**config.mk**
```make
export PLATFORM = sky130hd
export DESIGN_NAME = mcinit_seq
export DESIGN_NICKNAME = d
export VERILOG_FILES = /design/src/rtl/mcinit_pkg.sv /design/src/rtl/mcinit_tmr.sv /design/src/rtl/mcinit_rtry.sv /design/src/rtl/mcinit_bus.sv /design/src/rtl/mcinit_seq.sv
export SDC_FILE = /design/constraint.sdc
export NUM_CORES = 1
export LEC_CHECK = 0
export BUFFER_PORTS_ARGS = -buffer_cell sky130_fd_sc_hd__buf_2
export CORE_ASPECT_RATIO = 0.5
export CORE_MARGIN = 2
export CORE_UTILIZATION = 53
export CTS_CLUSTER_SIZE = 30
export DETAILED_ROUTE_END_ITERATION = 8
export GPL_TIMING_DRIVEN = 0
export PLACE_DENSITY = 0.8
export SYNTH_ARGS = -nofsm -noshare
export SYNTH_HDL_FRONTEND = slang
export SYNTH_HIERARCHICAL = 1
export SYNTH_SLANG_ARGS = --single-unit
export TNS_END_PERCENT = 20
```
**constraint.sdc**
```tcl
create_clock -name clk -period 2.9 [get_ports clk]
set_clock_uncertainty 0.1 [all_clocks]
set_input_delay 0.145 -clock clk [delete_from_list [all_inputs] [get_ports clk]]
set_output_delay 0.145 -clock clk [all_outputs]
set_load 0.01 [all_outputs]
```
**src/rtl/mcinit_pkg.sv**
```systemverilog
package mcinit_pkg;

   localparam logic [7:0] OP_IRQ_CLEAR = 8'h1D;
   localparam logic [7:0] OP_WIDE_DAC  = 8'h06;
   localparam logic [7:0] WORD_FILL    = 8'h00;
   localparam logic [7:0] ST1_ACC_A    = 8'hC4;
   localparam logic [7:0] ST1_ACC_B    = 8'h84;
   localparam logic [7:0] ST2_ACC_A    = 8'hC0;
   localparam logic [7:0] ST2_ACC_B    = 8'h80;
   localparam int         BUSY_BIT     = 0;

   typedef enum logic [3:0] {
      S_RSTP, S_WAIT, S_STAT1, S_CMD1, S_POLLA, S_DHI, S_DLO,
      S_POLLB, S_STAT2, S_CMD2, S_POLLC, S_DONE
   } seq_st_t;

   typedef enum logic [1:0] {B_IDLE, B_SET, B_STB, B_HLD} bus_st_t;

   typedef struct packed {
      logic       rd;
      logic       sel;
      logic [7:0] data;
   } xfer_t;

endpackage

```
**src/rtl/mcinit_tmr.sv**
```systemverilog
module mcinit_tmr #(
   parameter int W = 8
) (
   input  logic         clk,
   input  logic         rst_n,
   input  logic         clr,
   output logic [W-1:0] cnt
);
   localparam logic [W-1:0] CMAX = '1;

   always_ff @(posedge clk or negedge rst_n) begin
      if (!rst_n)          cnt <= '0;
      else if (clr)        cnt <= '0;
      else if (cnt != CMAX) cnt <= cnt + 1'b1;
   end
endmodule

```
**src/rtl/mcinit_rtry.sv**
```systemverilog
module mcinit_rtry #(
   parameter int W   = 4,
   parameter bit SAT = 1'b1
) (
   input  logic         clk,
   input  logic         rst_n,
   input  logic         inc,
   output logic [W-1:0] cnt
);
   localparam logic [W-1:0] TOP = '1;

   generate
      if (SAT) begin : g_sat
         always_ff @(posedge clk or negedge rst_n) begin
            if (!rst_n)                  cnt <= '0;
            else if (inc && cnt != TOP)  cnt <= cnt + 1'b1;
         end
      end else begin : g_wrap
         always_ff @(posedge clk or negedge rst_n) begin
            if (!rst_n)   cnt <= '0;
            else if (inc) cnt <= cnt + 1'b1;
         end
      end
   endgenerate
endmodule

```
**src/rtl/mcinit_bus.sv**
```systemverilog
module mcinit_bus
   import mcinit_pkg::*;
#(
   parameter int STB_CYC = 2
) (
   input  logic       clk,
   input  logic       rst_n,
   input  logic       req,
   input  xfer_t      xf,
   input  logic [7:0] din,
   output logic       idle,
   output logic       ack,
   output logic [7:0] rdata,
   output logic       cs_n,
   output logic       sel,
   output logic       rd_n,
   output logic       wr_n,
   output logic       oe,
   output logic [7:0] dout
);
   localparam int          SW   = $clog2(STB_CYC + 1);
   localparam logic [SW-1:0] SLAST = SW'(STB_CYC - 1);

   bus_st_t       st;
   xfer_t         cur;
   logic [SW-1:0] sc;

   always_ff @(posedge clk or negedge rst_n) begin
      if (!rst_n) begin
         st    <= B_IDLE;
         cur   <= '0;
         sc    <= '0;
         ack   <= 1'b0;
         rdata <= '0;
      end else begin
         ack <= 1'b0;
         case (st)
            B_IDLE: if (req) begin
               cur <= xf;
               st  <= B_SET;
            end
            B_SET: begin
               sc <= '0;
               st <= B_STB;
            end
            B_STB: begin
               if (sc == SLAST) begin
                  if (cur.rd) rdata <= din;
                  st <= B_HLD;
               end else begin
                  sc <= sc + 1'b1;
               end
            end
            default: begin
               st  <= B_IDLE;
               ack <= 1'b1;
            end
         endcase
      end
   end

   always_comb begin
      idle = (st == B_IDLE);
      cs_n = idle;
      sel  = cur.sel;
      rd_n = !((st == B_STB) && cur.rd);
      wr_n = !((st == B_STB) && !cur.rd);
      oe   = !idle && !cur.rd;
      dout = cur.data;
   end
endmodule

```
**src/rtl/mcinit_seq.sv**
```systemverilog
module mcinit_seq
   import mcinit_pkg::*;
#(
   parameter int RST_CYC   = 8,
   parameter int WAIT_CYC  = 75000,
   parameter int STB_CYC   = 2,
   parameter int RETRY_W   = 4,
   parameter bit RETRY_SAT = 1'b1
) (
   input  logic               clk,
   input  logic               rst_n,
   input  logic               dac12_en,
   input  logic [7:0]         bus_in,
   output logic               dev_rst_n,
   output logic               cs_n,
   output logic               ps,
   output logic               rd_n,
   output logic               wr_n,
   output logic [7:0]         bus_out,
   output logic               bus_oe,
   output logic               done,
   output logic [RETRY_W-1:0] retry_cnt
);
   localparam int TMR_MAX = (RST_CYC > WAIT_CYC) ? RST_CYC : WAIT_CYC;
   localparam int TMR_W   = $clog2(TMR_MAX + 1);
   localparam logic [TMR_W-1:0] RST_END  = TMR_W'(RST_CYC - 1);
   localparam logic [TMR_W-1:0] WAIT_END = TMR_W'(WAIT_CYC - 1);

   generate
      if (RST_CYC < 8) begin : g_bad_rst
         $error("RST_CYC must be at least 8");
      end
      if (WAIT_CYC < 1 || STB_CYC < 1 || RETRY_W < 1) begin : g_bad_cfg
         $error("WAIT_CYC, STB_CYC and RETRY_W must be positive");
      end
   endgenerate

   seq_st_t           state, nxt;
   logic [TMR_W-1:0]  tmr;
   logic              tmr_clr;
   logic              restart;
   logic              want, req;
   xfer_t             xf;
   logic              b_idle, b_ack;
   logic [7:0]        b_rdata;
   logic              not_busy, st1_ok, st2_ok;

   mcinit_tmr #(.W(TMR_W)) u_tmr (
      .clk(clk), .rst_n(rst_n), .clr(tmr_clr), .cnt(tmr)
   );

   mcinit_rtry #(.W(RETRY_W), .SAT(RETRY_SAT)) u_rtry (
      .clk(clk), .rst_n(rst_n), .inc(restart), .cnt(retry_cnt)
   );

   mcinit_bus #(.STB_CYC(STB_CYC)) u_bus (
      .clk(clk), .rst_n(rst_n), .req(req), .xf(xf), .din(bus_in),
      .idle(b_idle), .ack(b_ack), .rdata(b_rdata),
      .cs_n(cs_n), .sel(ps), .rd_n(rd_n), .wr_n(wr_n),
      .oe(bus_oe), .dout(bus_out)
   );

   // Transfer requested by each state.
   always_comb begin
      want = 1'b1;
      xf   = '{rd: 1'b1, sel: 1'b0, data: 8'h00};
      case (state)
         S_STAT1, S_POLLA, S_POLLB, S_STAT2, S_POLLC: ;
         S_CMD1:        xf = '{rd: 1'b0, sel: 1'b0, data: OP_IRQ_CLEAR};
         S_DHI, S_DLO:  xf = '{rd: 1'b0, sel: 1'b1, data: WORD_FILL};
         S_CMD2:        xf = '{rd: 1'b0, sel: 1'b0, data: OP_WIDE_DAC};
         default:       want = 1'b0;
      endcase
      req = want && b_idle && !b_ack;
   end

   assign not_busy = !b_rdata[BUSY_BIT];
   assign st1_ok   = (b_rdata == ST1_ACC_A) || (b_rdata == ST1_ACC_B);
   assign st2_ok   = (b_rdata == ST2_ACC_A) || (b_rdata == ST2_ACC_B);

   always_comb begin
      nxt     = state;
      restart = 1'b0;
      case (state)
         S_RSTP:  if (tmr == RST_END)  nxt = S_WAIT;
         S_WAIT:  if (tmr == WAIT_END) nxt = S_STAT1;
         S_STAT1: if (b_ack) begin
            if (st1_ok) nxt = S_CMD1;
            else begin nxt = S_RSTP; restart = 1'b1; end
         end
         S_CMD1:  if (b_ack) nxt = S_POLLA;
         S_POLLA: if (b_ack && not_busy) nxt = S_DHI;
         S_DHI:   if (b_ack) nxt = S_DLO;
         S_DLO:   if (b_ack) nxt = S_POLLB;
         S_POLLB: if (b_ack && not_busy) nxt = S_STAT2;
         S_STAT2: if (b_ack) begin
            if (!st2_ok) begin nxt = S_RSTP; restart = 1'b1; end
            else if (dac12_en) nxt = S_CMD2;
            else nxt = S_DONE;
         end
         S_CMD2:  if (b_ack) nxt = S_POLLC;
         S_POLLC: if (b_ack && not_busy) nxt = S_DONE;
         default: nxt = S_DONE;
      endcase
      tmr_clr = (nxt != state);
   end

   always_ff @(posedge clk or negedge rst_n) begin
      if (!rst_n) state <= S_RSTP;
      else        state <= nxt;
   end

   assign dev_rst_n = (state != S_RSTP);
   assign done      = (state == S_DONE);
endmodule

```
# Yosys cells after proc, flatten, opt, wreduce, memory -nomap -nowiden
# Cells that the tools add are included.
[op_classes]
div = 0
n_bitwise = 0
addsub = 3
n_eq_ne = 26
n_mul = 0
n_reduce_logical = 27
magnitude_cmp = 0
mux = 30
n_shift = 0
[op_table]
columns = ["operator", "n"]
rows = [
  ["$mux W4", 12],
  ["$pmux W4 S11", 1],
  ["$mux W17", 2],
  ["$eq A8 B8 Y1 const B", 4],
  ["$pmux W10 S3", 1],
  ["$add A17 B1 Y17 const B", 1],
  ["$eq A17 B17 Y1 const B", 1],
  ["$eq A17 B3 Y1 const B", 1],
  ["$ne A17 B17 Y1 const B", 1],
  ["$eq A4 B3 Y1 const B", 4],
  ["$eq A4 B4 Y1 const B", 4],
  ["$mux W2", 5],
  ["$reduce_or A9 Y1", 1],
  ["$eq A4 B2 Y1 const B", 2],
  ["$logic_and A1 B1 Y1", 7],
  ["$logic_not A1 Y1", 6],
  ["$mux W1", 6],
  ["$pmux W2 S3", 1],
  ["$reduce_and A2 Y1", 3],
  ["$add A4 B1 Y4 const B", 1],
  ["$eq A2 B1 Y1 const B", 2],
  ["$eq A4 B1 Y1 const B", 1],
  ["$logic_not A4 Y1", 1],
  ["$ne A2 B2 Y1 const B", 2],
  ["14 further kinds", 16],
]
[totals]
ram_bits = 0
latchBits = 0
elab_cells = 96
mem_bits_ro = 0
register_bits = 48
mem_count = 0
input_bits = 11

# Logic depth before layout (Yosys ltp)
[logic_depth]
depth_word = 7
depth_mapped = 13
depth_no_buf = 10

# Hierarchy
# Netlist, hierarchy kept.
[modules_own_cells]
columns = ["mod", "area_per_inst_um2", "cells_per_inst", "instances"]
rows = [
  ["mcinit_bus", 1091.0, 77, 1],
  ["mcinit_tmr", 888.4, 88, 1],
  ["mcinit_seq", 694.4, 90, 1],
  ["mcinit_rtry", 210.2, 20, 1],
]

# Least setup slack after synthesis
# OpenSTA, ideal clock, no wires.
[synth_timing]
path_type = "register to register"
from = "reg u_tmr.cnt[9]"
to = "reg u_tmr.cnt[12]"
synth_period_minus_slack_ns = 2.876
arrival_ns = 2.699
path_slack_ns = 0.024
setup_time_ns = 0.077
n_path_buf = 1
path_stages_with_launch = 12
t_required_ns = 2.723
path_cell_list = "dfrtp_1 > or4_4 > nor4_4 > nand2_2 > a31oi_4 > a31oi_1 > o21ai_1 > buf_2 > nand2b_1 > nand2b_1 > or4_1 > a21oi_1"
[synth_between]
elab_chain_len = 5
[synth_rtl]
columns = ["element", "line_no", "text"]
rows = [
  ["start, declared", "mcinit_tmr.sv:7", "output logic [W-1:0] cnt"],
  ["start signal, assigned", "mcinit_tmr.sv:14", "else if (cnt != CMAX) cnt <= cnt + 1'b1;"],
  ["$eq A17 B17 Y1 / $eq A17 B3 Y1 (equally long branches)", "mcinit_seq.sv:86, mcinit_seq.sv:85", ""],
  ["$mux W4, on equally long branches", "mcinit_seq.sv:86, mcinit_seq.sv:85", ""],
  ["$pmux W4 S11 (*)", "mcinit_seq.sv:84", "case (state)"],
  ["$ne A4 B4 Y1 (*)", "mcinit_seq.sv:105", "tmr_clr = (nxt != state);"],
  ["net tmr_clr", "mcinit_seq.sv:40", "logic tmr_clr;"],
  ["$mux W17 / $reduce_bool A2 Y1 (equally long branches)", "n/a", ""],
]
# Mark *: on every way through the listed nets, which the timed path passes. The rest lies on a longest branch. The select of a mux whose other input is x is not followed.
# A chain may end at the register's enable or synchronous reset.

# Worst setup path in the final report
[layout_timing]
from = "reg u_bus.rdata[3]"
to = "reg u_tmr.cnt[15]"
[layout_between]
elab_chain_len = 7
[layout_rtl]
columns = ["element", "line_no", "text"]
rows = [
  ["start, declared", "mcinit_bus.sv:13", "output logic [7:0] rdata,"],
  ["start signal, assigned", "mcinit_bus.sv:48", "if (cur.rd) rdata <= din;"],
  ["$eq A8 B8 Y1, on equally long branches", "mcinit_seq.sv:79, mcinit_seq.sv:78", ""],
  ["$logic_or A1 B1 Y1, on equally long branches", "mcinit_seq.sv:79, mcinit_seq.sv:78", ""],
  ["$mux W4 / $mux W2 (equally long branches)", "mcinit_seq.sv:97, mcinit_seq.sv:88", ""],
  ["$mux W4, on equally long branches", "mcinit_seq.sv:96, mcinit_seq.sv:87", ""],
  ["$pmux W4 S11 (*)", "mcinit_seq.sv:84", ""],
  ["$ne A4 B4 Y1 (*)", "mcinit_seq.sv:105", ""],
  ["net tmr_clr", "mcinit_seq.sv:40", ""],
  ["$mux W17 / $reduce_bool A2 Y1 (equally long branches)", "n/a", ""],
]
# Mark *: on every way through the listed nets, which the timed path passes. The rest lies on a longest branch.

==> impl_metrics.json <==
{
  "power_density_nw_per_um2": 749,
  "die_h_um": 55.8,
  "dpl-instance-area_um2": 3080,
  "utilization_pct": 67.2,
  "switchingPower_w": 0.000977,
  "rsz0062_at_grt": "yes",
  "finalWorstPathRequiredPeriod_ns": 2.95,
  "cts_tree": "done",
  "drtPass1Iterations": 4,
  "sw_frac_of_total_pct": 38.5,
  "power.leakage_nw": 1.51,
  "violations": "negative setup slack",
  "status": "finished, violations left",
  "die-area_um2": 6010,
  "final-seq-area_um2": 1180,
  "syn-cell-area_um2": 2850,
  "vias_per_cell": 5.76,
  "vias": 2270,
  "critPathArrivalTime_ns": 3.08,
  "hold_viol": 0,
  "initial_core_util_pct": 56.4,
  "clkPwrFrac_pct": 14.2,
  "dpl.hpwl_mm": 3.91,
  "finalSetupViolations": 3,
  "layout.nets": 346,
  "place.gp.congestion": 0.836,
  "die_w_um": 108,
  "worstSetupStartpointType": "flip-flop",
  "worstMarginPinSlew_ns": 1.03,
  "period_share_pct": 102,
  "worstSetupPathType": "flip-flop to flip-flop",
  "max_freq_mhz": 339,
  "fin_area_um2": 3390,
  "clock_sinks": 47,
  "area_growth_pct": 19.0,
  "layout-drive-gt1-share_pct": 34.0,
  "antenna_found_initial": 0,
  "setup_tns_ns": -0.0853,
  "hp-class": "primary input to flip-flop",
  "cts_buffers": 5,
  "worstSetupEndpointType": "flip-flop",
  "routed_wl_mm": 5.89,
  "setup_slack_ns": -0.0495,
  "drtIter0Drc": 99,
  "slew_headroom_pct": 31.0,
  "io_buffers": 28,
  "critical_path_peak_fanout": 8,
  "maxCapViolCount": 0,
  "core-area_um2": 5040,
  "ant_nets": 0,
  "ioPinCount": 30,
  "antennaDiodeCount": 0,
  "crit_required_ns": 3.03,
  "grt_usage_pct": 20.2,
  "syn_avg_cell_area_um2": 10.4,
  "multiInputGateArea_um2": 1580,
  "grt_pass1_vias": 2174,
  "ir_drop_v": 0.000364,
  "wire_per_inst_um": 15.0,
  "p_comb_share_pct": 47.8,
  "yosys_warnings": 6,
  "clk_pin_slew_worst_paths_ns": 0.07,
  "fillers": 381,
  "gr-total-overflow": 0,
  "drc": 0,
  "clockRootBuffer": "clkbuf_8",
  "rows": 18,
  "final_common_cell": "dfrtp_1",
  "worstSkewPairLatency_ns": 0.30,
  "p_seq_share_pct": 38.0,
  "pre_cts_slack_ns": -0.343,
  "grt_pass1_wl_mm": 9.69,
  "final_cell_mix": "dfrtp_1, buf_2, nor2_1, buf_4, mux2_2",
  "netlist_instances": 273,
  "ff2ff_setup_slack_ns": -0.05,
  "internal-power_w": 0.00156,
  "grt_max_degree": 48,
  "clk_path_buf_depth": 2,
  "htreeDepth": 2,
  "final_max_slew_viol_count": 0
}
==> worst max-delay path, cell delays in order, from the launching register on <==
cell      delay, ns
dfrtp_1        0.41
nor4b_4        0.39
nand2_2        0.18
o31ai_2        0.33
a31oi_2        0.10
and4_1         0.23
o21ai_1        0.12
buf_4          0.14
nand2b_4       0.16
nand3_4        0.13
or4_4          0.44
a21oi_2        0.15
==> path summary, 6_finish.rpt <==
check | from | endpoint | depth (start not counted)
max | u_bus/rdata[3] | u_tmr/cnt[15] | 11
min | dac12_en | state[1] | 4
max reg2reg | u_bus/rdata[3] | u_tmr/cnt[15] | 11
min reg2reg | u_bus/dout[6] | u_bus/dout[6] | 1
max in group asynchronous | rst_n | u_tmr/cnt[16] | 2
min in group asynchronous | rst_n | u_tmr/cnt[2] | 2
==> power by group through the flow <==
stage	registers, W	logic [W]	clock network (W)
after floorplan	0.000929	0.000844	0
after global placement	0.000947	0.00104	0
after detailed placement	0.000961	0.00109	0
after CTS	0.000957	0.00116	0.000373
after global routing	0.000985	0.00131	0.000404
final	0.000963	0.00121	0.000360
==> cell type report <==
type / instances / area share (%)
Buffer: 20 / 4.62
Clock buffer: 6 / 2.14
Inverter: 12 / 1.33
Multi-Input combinational cell: 196 / 46.6
Sequential cell: 47 / 34.7
Tap cell: 70 / 2.58
Timing Repair Buffer: 43 / 8.05
==> registers in the layout (all words and copies together), names as in the netlist <==
name,count
u_bus/cur,1
u_bus/st,2
u_bus/sel,1
u_bus/rdata,7
u_bus/ack,1
u_rtry/cnt,4
u_bus/dout,8
u_tmr/cnt,17
state,4
u_bus/sc,2
==> routing by layer <==
layer  wire length [um]  GRT usage, %
met4                 76          7.14
met2               2950          34.6
met5                  0             0
met1               2590          25.4
met3                282          4.45
==> what timing repair did <==
item / CTS / global route
setup buffers: 4 / 3
pin swaps: 3 / 1
hold buffers: 8 / 0
endpoints found under the setup margin: 8 / 17
cloned: 0 / 0
gates resized for setup: 10 / 11
hold endpoints to repair: 54 / 0
==> stage by stage <==
| stage | hold WS, ns | total power [W] | std cells |
|---|---|---|---|
| final | 0.388 | 0.00254 | 394 |
| after CTS | 0.375 | 0.00249 | 391 |
| after detailed placement | 0.281 | 0.00205 | 373 |
| after global placement | 0.275 | 0.00199 | 373 |
| after floorplan | -0.251 | 0.00177 | 275 |
| after global routing | 0.394 | 0.00270 | 394 |
No activity file was read; power rests on OpenSTA's default activity.
